### src/rtl/dpm_pkg.sv
package dpm_pkg;

    localparam int ADDR_W_DEF = 4;
    localparam int BYTES_DEF  = 2;
    localparam int BYTE_W_DEF = 8;

    typedef enum logic [1:0] {
        OP_IDLE  = 2'd0,
        OP_READ  = 2'd1,
        OP_WRITE = 2'd2
    } op_e;

    typedef struct packed {
        logic set;
        logic clr;
    } flag_evt_t;

    function automatic logic port_on(input logic ce0_n, input logic ce1);
        return !ce0_n && ce1;
    endfunction

    // a set event has priority over a clear event
    function automatic logic next_flag(input logic cur, input flag_evt_t evt);
        if (evt.set)
            return 1'b1;
        else if (evt.clr)
            return 1'b0;
        else
            return cur;
    endfunction

endpackage

### src/rtl/dpm_port_ctl.sv
module dpm_port_ctl
    import dpm_pkg::*;
(
    input  logic ce0_n,
    input  logic ce1,
    input  logic wr,
    output op_e  op
);

    always_comb begin
        if (!port_on(ce0_n, ce1))
            op = OP_IDLE;
        else if (wr)
            op = OP_WRITE;
        else
            op = OP_READ;
    end

endmodule

### src/rtl/dpm_array.sv
module dpm_array
    import dpm_pkg::*;
#(
    parameter int ADDR_W = ADDR_W_DEF,
    parameter int BYTES  = BYTES_DEF,
    parameter int BYTE_W = BYTE_W_DEF
) (
    input  logic                    clk,
    input  logic                    mrst_n,
    input  op_e                     l_op,
    input  logic [BYTES-1:0]        l_be,
    input  logic [ADDR_W-1:0]       l_addr,
    input  logic [BYTES*BYTE_W-1:0] l_wdata,
    output logic [BYTES*BYTE_W-1:0] l_q,
    input  op_e                     r_op,
    input  logic [BYTES-1:0]        r_be,
    input  logic [ADDR_W-1:0]       r_addr,
    input  logic [BYTES*BYTE_W-1:0] r_wdata,
    output logic [BYTES*BYTE_W-1:0] r_q
);

    localparam int DATA_W = BYTES * BYTE_W;
    localparam int DEPTH  = 2 ** ADDR_W;

    logic [DATA_W-1:0] mem [DEPTH];
    logic [DATA_W-1:0] l_mask, r_mask;

    for (genvar b = 0; b < BYTES; b++) begin : g_mask
        assign l_mask[b*BYTE_W +: BYTE_W] = {BYTE_W{l_be[b]}};
        assign r_mask[b*BYTE_W +: BYTE_W] = {BYTE_W{r_be[b]}};
    end

    always_ff @(posedge clk) begin
        for (int b = 0; b < BYTES; b++) begin
            if (l_op == OP_WRITE && l_be[b])
                mem[l_addr][b*BYTE_W +: BYTE_W] <= l_wdata[b*BYTE_W +: BYTE_W];
            if (r_op == OP_WRITE && r_be[b])
                mem[r_addr][b*BYTE_W +: BYTE_W] <= r_wdata[b*BYTE_W +: BYTE_W];
        end
    end

    always_ff @(posedge clk or negedge mrst_n) begin
        if (!mrst_n) begin
            l_q <= '0;
            r_q <= '0;
        end else begin
            l_q <= (l_op == OP_READ) ? (mem[l_addr] & l_mask) : '0;
            r_q <= (r_op == OP_READ) ? (mem[r_addr] & r_mask) : '0;
        end
    end

endmodule

### src/rtl/dpm_mailbox.sv
module dpm_mailbox
    import dpm_pkg::*;
#(
    parameter int ADDR_W = ADDR_W_DEF
) (
    input  logic              clk,
    input  logic              mrst_n,
    input  op_e               l_op,
    input  logic [ADDR_W-1:0] l_addr,
    input  op_e               r_op,
    input  logic [ADDR_W-1:0] r_addr,
    output logic              l_int_n,
    output logic              r_int_n
);

    localparam logic [ADDR_W-1:0] L_BOX = ADDR_W'((2 ** ADDR_W) - 1);
    localparam logic [ADDR_W-1:0] R_BOX = ADDR_W'((2 ** ADDR_W) - 2);

    flag_evt_t l_evt, r_evt;
    logic      l_flag, r_flag;

    always_comb begin
        l_evt.set = (r_op == OP_WRITE) && (r_addr == L_BOX);
        l_evt.clr = (l_op == OP_READ)  && (l_addr == L_BOX);
        r_evt.set = (l_op == OP_WRITE) && (l_addr == R_BOX);
        r_evt.clr = (r_op == OP_READ)  && (r_addr == R_BOX);
    end

    always_ff @(posedge clk or negedge mrst_n) begin
        if (!mrst_n) begin
            l_flag <= 1'b0;
            r_flag <= 1'b0;
        end else begin
            l_flag <= next_flag(l_flag, l_evt);
            r_flag <= next_flag(r_flag, r_evt);
        end
    end

    assign l_int_n = ~l_flag;
    assign r_int_n = ~r_flag;

endmodule

### src/rtl/dpm_mailbox_ram.sv
module dpm_mailbox_ram
    import dpm_pkg::*;
#(
    parameter int ADDR_W = ADDR_W_DEF,
    parameter int BYTES  = BYTES_DEF,
    parameter int BYTE_W = BYTE_W_DEF
) (
    input  logic                    clk,
    input  logic                    mrst_n,
    input  logic                    l_ce0_n,
    input  logic                    l_ce1,
    input  logic                    l_wr,
    input  logic [BYTES-1:0]        l_be,
    input  logic [ADDR_W-1:0]       l_addr,
    input  logic [BYTES*BYTE_W-1:0] l_wdata,
    output logic [BYTES*BYTE_W-1:0] l_rdata,
    output logic                    l_int_n,
    input  logic                    r_ce0_n,
    input  logic                    r_ce1,
    input  logic                    r_wr,
    input  logic [BYTES-1:0]        r_be,
    input  logic [ADDR_W-1:0]       r_addr,
    input  logic [BYTES*BYTE_W-1:0] r_wdata,
    output logic [BYTES*BYTE_W-1:0] r_rdata,
    output logic                    r_int_n
);

    op_e l_op, r_op;

    dpm_port_ctl u_l_ctl (
        .ce0_n (l_ce0_n),
        .ce1   (l_ce1),
        .wr    (l_wr),
        .op    (l_op)
    );

    dpm_port_ctl u_r_ctl (
        .ce0_n (r_ce0_n),
        .ce1   (r_ce1),
        .wr    (r_wr),
        .op    (r_op)
    );

    dpm_array #(
        .ADDR_W (ADDR_W),
        .BYTES  (BYTES),
        .BYTE_W (BYTE_W)
    ) u_array (
        .clk     (clk),
        .mrst_n  (mrst_n),
        .l_op    (l_op),
        .l_be    (l_be),
        .l_addr  (l_addr),
        .l_wdata (l_wdata),
        .l_q     (l_rdata),
        .r_op    (r_op),
        .r_be    (r_be),
        .r_addr  (r_addr),
        .r_wdata (r_wdata),
        .r_q     (r_rdata)
    );

    dpm_mailbox #(
        .ADDR_W (ADDR_W)
    ) u_mailbox (
        .clk     (clk),
        .mrst_n  (mrst_n),
        .l_op    (l_op),
        .l_addr  (l_addr),
        .r_op    (r_op),
        .r_addr  (r_addr),
        .l_int_n (l_int_n),
        .r_int_n (r_int_n)
    );

endmodule

### config.mk
export PLATFORM = sky130hd
export DESIGN_NAME = dpm_mailbox_ram
export DESIGN_NICKNAME = d
export VERILOG_FILES = /design/src/rtl/dpm_pkg.sv /design/src/rtl/dpm_port_ctl.sv /design/src/rtl/dpm_array.sv /design/src/rtl/dpm_mailbox.sv /design/src/rtl/dpm_mailbox_ram.sv
export SDC_FILE = /design/constraint.sdc
export NUM_CORES = 1
export LEC_CHECK = 0
export ABC_AREA = 1
export BUFFER_PORTS_ARGS = -buffer_cell sky130_fd_sc_hd__buf_2
export CAP_MARGIN = 20
export CORE_AREA = 2 2 192 194
export CTS_CLUSTER_DIAMETER = 200
export DETAILED_ROUTE_END_ITERATION = 6
export DIE_AREA = 0 0 194 196
export PLACE_DENSITY_LB_ADDON = 0.12
export SYNTH_ARGS = -nofsm -noshare
export SYNTH_HDL_FRONTEND = slang
export SYNTH_SLANG_ARGS = --single-unit
### constraint.sdc
create_clock -name clk -period 1.3 [get_ports clk]
set_clock_uncertainty 0.1 [all_clocks]
set_input_delay 0.065 -clock clk [delete_from_list [all_inputs] [get_ports clk]]
set_output_delay 0.065 -clock clk [all_outputs]
set_load 0.05 [all_outputs]
After elaboration in Yosys (flattened, before gate mapping)
Memories as Yosys holds them, arrays and structs flattened.
Index checks and enable logic that the tools add are counted.
{"block": "op_classes", "n_mux": 18, "bitwise_logic": 4, "eq_ne": 8, "reduce_logical": 14}
{"op": "bitwise AND 16 bit", "n": 2}
{"op": "2-to-1 mux 16 bit", "n": 2}
{"op": "== test 4 bit, second input constant", "n": 4}
{"op": "2-to-1 mux 1 bit", "n": 12}
{"op": "logical AND 1 bit", "n": 10}
{"op": "2-to-1 mux 2 bit", "n": 4}
{"op": "== test 2 x 1 -> 1 bit, second input constant", "n": 2}
{"op": "== test 2 bit, second input constant", "n": 2}
{"op": "nonzero test 2 bit", "n": 2}
{"op": "logical NOT 1 bit", "n": 2}
{"op": "NOT 1 bit", "n": 2}
{"block": "totals", "memories": 1, "register_bits": 34, "ram_bits": 256, "inputBits": 52, "elab_cells": 49}
{"name": "u_array.mem", "words": 16, "width": 16, "read_ports": 2, "rd_ports_with_merged_regs": 0, "write_ports": 2, "line_no": "dpm_array.sv:25", "rtl": "logic [DATA_W-1:0] mem [DEPTH];"}

Longest topological paths before layout
{"block": "logic_depth", "ltp_word": 7, "depth_mapped": 11, "depth_no_buf": 9}

Cells and area by module
A second synthesis with hierarchy kept.
{"block": "hier_totals", "hier_cells": 2568, "hier_area_um2": 17849.6}
{"module": "dpm_array", "area_each_um2": 17664.4, "instances": 1, "cells_per_inst": 2532, "seq_area_each_um2": 8488.1}
{"module": "dpm_mailbox", "area_each_um2": 147.6, "instances": 1, "cells_per_inst": 26, "seq_area_each_um2": 50.0}
{"module": "dpm_port_ctl", "area_each_um2": 18.8, "instances": 2, "cells_per_inst": 5, "seq_area_each_um2": 0.0}

Least setup slack after synthesis
OpenSTA, ideal clock, no wires.
{"block": "synth_path", "path_kind": "input to register", "start": "in l_addr[1]", "end": "mem u_array.mem[14][0] in the netlist's numbering (enable)", "setup_slack_ns": -0.690, "n_path_buf": 3, "cell_stages": 7, "t_arrival_ns": 1.506, "path_cell_list": "clkbuf_1 > inv_1 > buf_2 > buf_2 > nor2_1 > nand2_1 > o21ai_0"}
{"item": "start, declared", "line_no": "dpm_mailbox_ram.sv:14", "rtl": "input logic [ADDR_W-1:0] l_addr,"}
{"item": "end, declared", "line_no": "dpm_array.sv:25"}

==> summary.txt <==
Worst setup path
  • Worst R2R Path Depth: 8
  • CP peak stage delay: between 0.5 and 0.6 ns
  • Internal reg-to-reg setup slack: around 0.011 ns
  • Crit Path Max Fanout: 13
  • Arr. time, crit path: 1.38 ns
  • Critical path origin: l_be[1]
  • Critical path required time: about 1.4 ns
  • Crit path capture type: flop
  • CP Cell Sequence: dlygate4sd3_1 -> buf_2 -> nand2_4 -> buf_12 -> o21ai_4
  • Slowest-stage cell, CP: dlygate4sd3_1
  • Element type at the critical path start: input pin
  • Critical path class: input pin to flop
  • Worst R2R Start: u_array.mem[1][15]

Clock tree
  • CTS sink cnt: 290
  • TritonCTS clock tree: done
  • Clock Tree Buf Depth: 3
  • Root Driver: clkbuf_16
  • Inserted Clock Buffers: 35
  • Worst skew pair latency: approximately 0.53 ns
  • H-tree levels: 2
  • Worst-path clk slew: roughly 0.05 ns

Hold path
  • Hold path depth: 5
  • Hold wc startpoint: r_ce1
  • Worst hold path class: input pin to flop

Routing
  • 1st-iter DRT viols: approximately 1,400
  • DR vias: 17,200
  • Via density: 5.41
  • Post-route antenna net violation count: 0
  • Routed wire length: 57,500 um
  • WL per Instance: approximately 18 um
  • Post-route DRC violation count: 0
  • Pre-Repair DR Iteration Count: 6

Pwr
  • VDD IR max: 0.00105 V
  • Total power: between 20 and 25 mW
  • Static leakage: 10.9 nW
  • Power per cell area: roughly 1000 nW/um2

Die
  • Core region area: between 30,000 and 40,000 um2
  • Die area: 38,000 um2
  • Cell row count: 70
  • Die Y: between 150 and 200 um
  • Die W: just under 200 um
  • Initial Util: 0.491
  • Boundary Pins: 86

Timing
  • Fin Setup TNS: 0 ns
  • Relative slew slack: 0.599
  • Setup Viol. Count Final: 0
  • Final Hold Violating Endpoints: 1
  • Period minus WS final: about 1.3 ns
  • RSZ-0062 raised after global routing: yes
  • Fmax: a little under 800 MHz
  • Slew Viols, Final: 0
  • Fin crit share: 0.992
  • Least-Margin Pin Slew: between 0.6 and 0.7 ns
  • WHS: -0.00922 ns

GRT
  • First-pass GRT wire length: between 90,000 and 100,000 um
  • Tot GR Track Use: 0.303
  • Vias in the first global route: between 15,000 and 20,000
  • Largest net degree at the start of global routing: 57
  • Initial antenna violation count: 0
  • Gr ovfl total: 0

Job
  • Max-cap violations: 0

Layout
  • P&R area growth vs syn: 26.8%
  • Nets: 2,746
  • Final core area utilization: 0.623
  • Fillers: approximately 3,100
  • Area of the multi-input gates: roughly 9000 um2
  • Share of cells above drive strength 1: 0.179
  • Post-route cell area: between 20,000 and 25,000 um2
  • N_diodes: 0
  • FF+latch area: between 8000 and 9000 um2

Synth
  • Post-Synthesis Cells: 2,544
  • Cell variety after synth: 22
  • Seq/Total Area, Yosys: 0.481
  • Yosys reg bits: 290
  • Cell area after synthesis: 17,700 um2
  • Syn_area_per_cell: 6.97 um2
  • Net Count, Synth: roughly 2,600
  • Synth warn: 0

Status
  • Outcome: finished with violations
  • Failing checks: negative hold slack

Place
  • IO buf count: 85
  • Hpwl dp: slightly below 40,000 um
  • Post-DP Area: roughly 21,000 um2
  • Gpl congestion: approximately 0.88
## cell families after synthesis
| kind of cell | Yosys count | share of synthesized area |
|---|---|---|
| DFF | 290 | 0.481 |
| AOI/OAI and AO/OA | 322 | 0.0914 |
| and+or+nand+nor | 1696 | 0.370 |
| buffers and inverters | 236 | 0.0574 |
## synth_stat cells (all sizes together)
cell	n	area (um2)
nor3	2	10.0
o31ai	3	22.5
dfrtp	34	851
nand2	1599	6070
edfxtp	256	7690
nand3	2	22.5
buf	120	578
o21ai	318	1590
clkbuf	61	229
inv	55	211
nor2	93	455
o22ai	1	6.26
## through the flow
step                instances  setup slack (ns)
finish                   3188            0.0108
global route             3188           -0.0381
CTS                      3191          -0.00117
detailed placement       3092            -0.417
global placement         3092            -0.419
floorplan                2544            -0.131
## state kept, by name (all words and copies together) (netlist names)
signal,cells
u_array.mem,256
u_mailbox.r_flag,1
u_mailbox.l_flag,1
u_array.r_q,16
u_array.l_q,16
## final cells by class
type,count,area share
Clock buffer,51,0.0457
Multi-Input combinational cell,2018,0.398
Tap cell,468,0.0260
Timing Repair Buffer,294,0.135
Clock inverter,12,0.00595
Sequential cell,290,0.380
Inverter,55,0.00973
## layer usage
layer	wire, um	share of wire	GRT usage
met1	22000	0.38	0.364
met2	28900	0.50	0.543
met3	4000	0.070	0.0380
met4	2550	0.044	0.141
met5	0	0	0
## layout by cell type (no fill, tap or decap)
cell type	instances
nand2_1	1511
edfxtp_1	256
o21ai_1	251
buf_4	106
buf_2	70
buf_12	70
nand2_2	69
nor2_1	46
inv_1	40
dlygate4sd3_1	38
o21ai_0	37
clkbuf_16	37
dfrtp_1	34
o21ai_4	30
nor2_4	25
nor2_2	21
nand2_4	17
inv_2	10
clkbuf_1	9
clkbuf_8	5
clkinv_1	5
clkbuf_4	5
clkinv_2	4
bufinv_16	3
buf_6	3
o31ai_4	2
nor3_1	2
inv_4	2
nand2_8	2
clkinvlp_4	2
buf_8	2
nand3_1	1
o31ai_1	1
o22ai_1	1
inv_6	1
nand3_4	1
nor2_8	1
## report_power, final
| group | internal, mW | switching (mW) | total [mW] |
|---|---|---|---|
| registers | 10.2 | 0.0440 | 10.3 |
| clock network | 6.08 | 3.87 | 9.95 |
| logic | 1.15 | 2.18 | 3.33 |
| total | 17.5 | 6.10 | 23.6 |
## final timing paths
path | endpoint
min in group asynchronous | u_array.r_q[6]
hold / removal | u_mailbox.r_flag
max in group asynchronous | u_array.r_q[10]
setup reg to reg | u_array.l_q[15]
hold reg to reg | u_mailbox.l_flag
setup / recovery | u_array.mem[0][10]
## worst max-delay path, delay by kind of cell
kind                   cells  cell delay, ns
AOI/OAI and AO/OA          1            0.34
buffers and inverters      3            0.88
and+or+nand+nor            1            0.06
## timing repair
action                                  CTS  global route
endpoints found under the setup margin   21            51
pin swaps                                 9            69
buffers inserted                          0             1
hold endpoints to repair                286             1
hold buffers                             37             2
resized for setup                        30            74
Power figures use the tool's default switching activity.
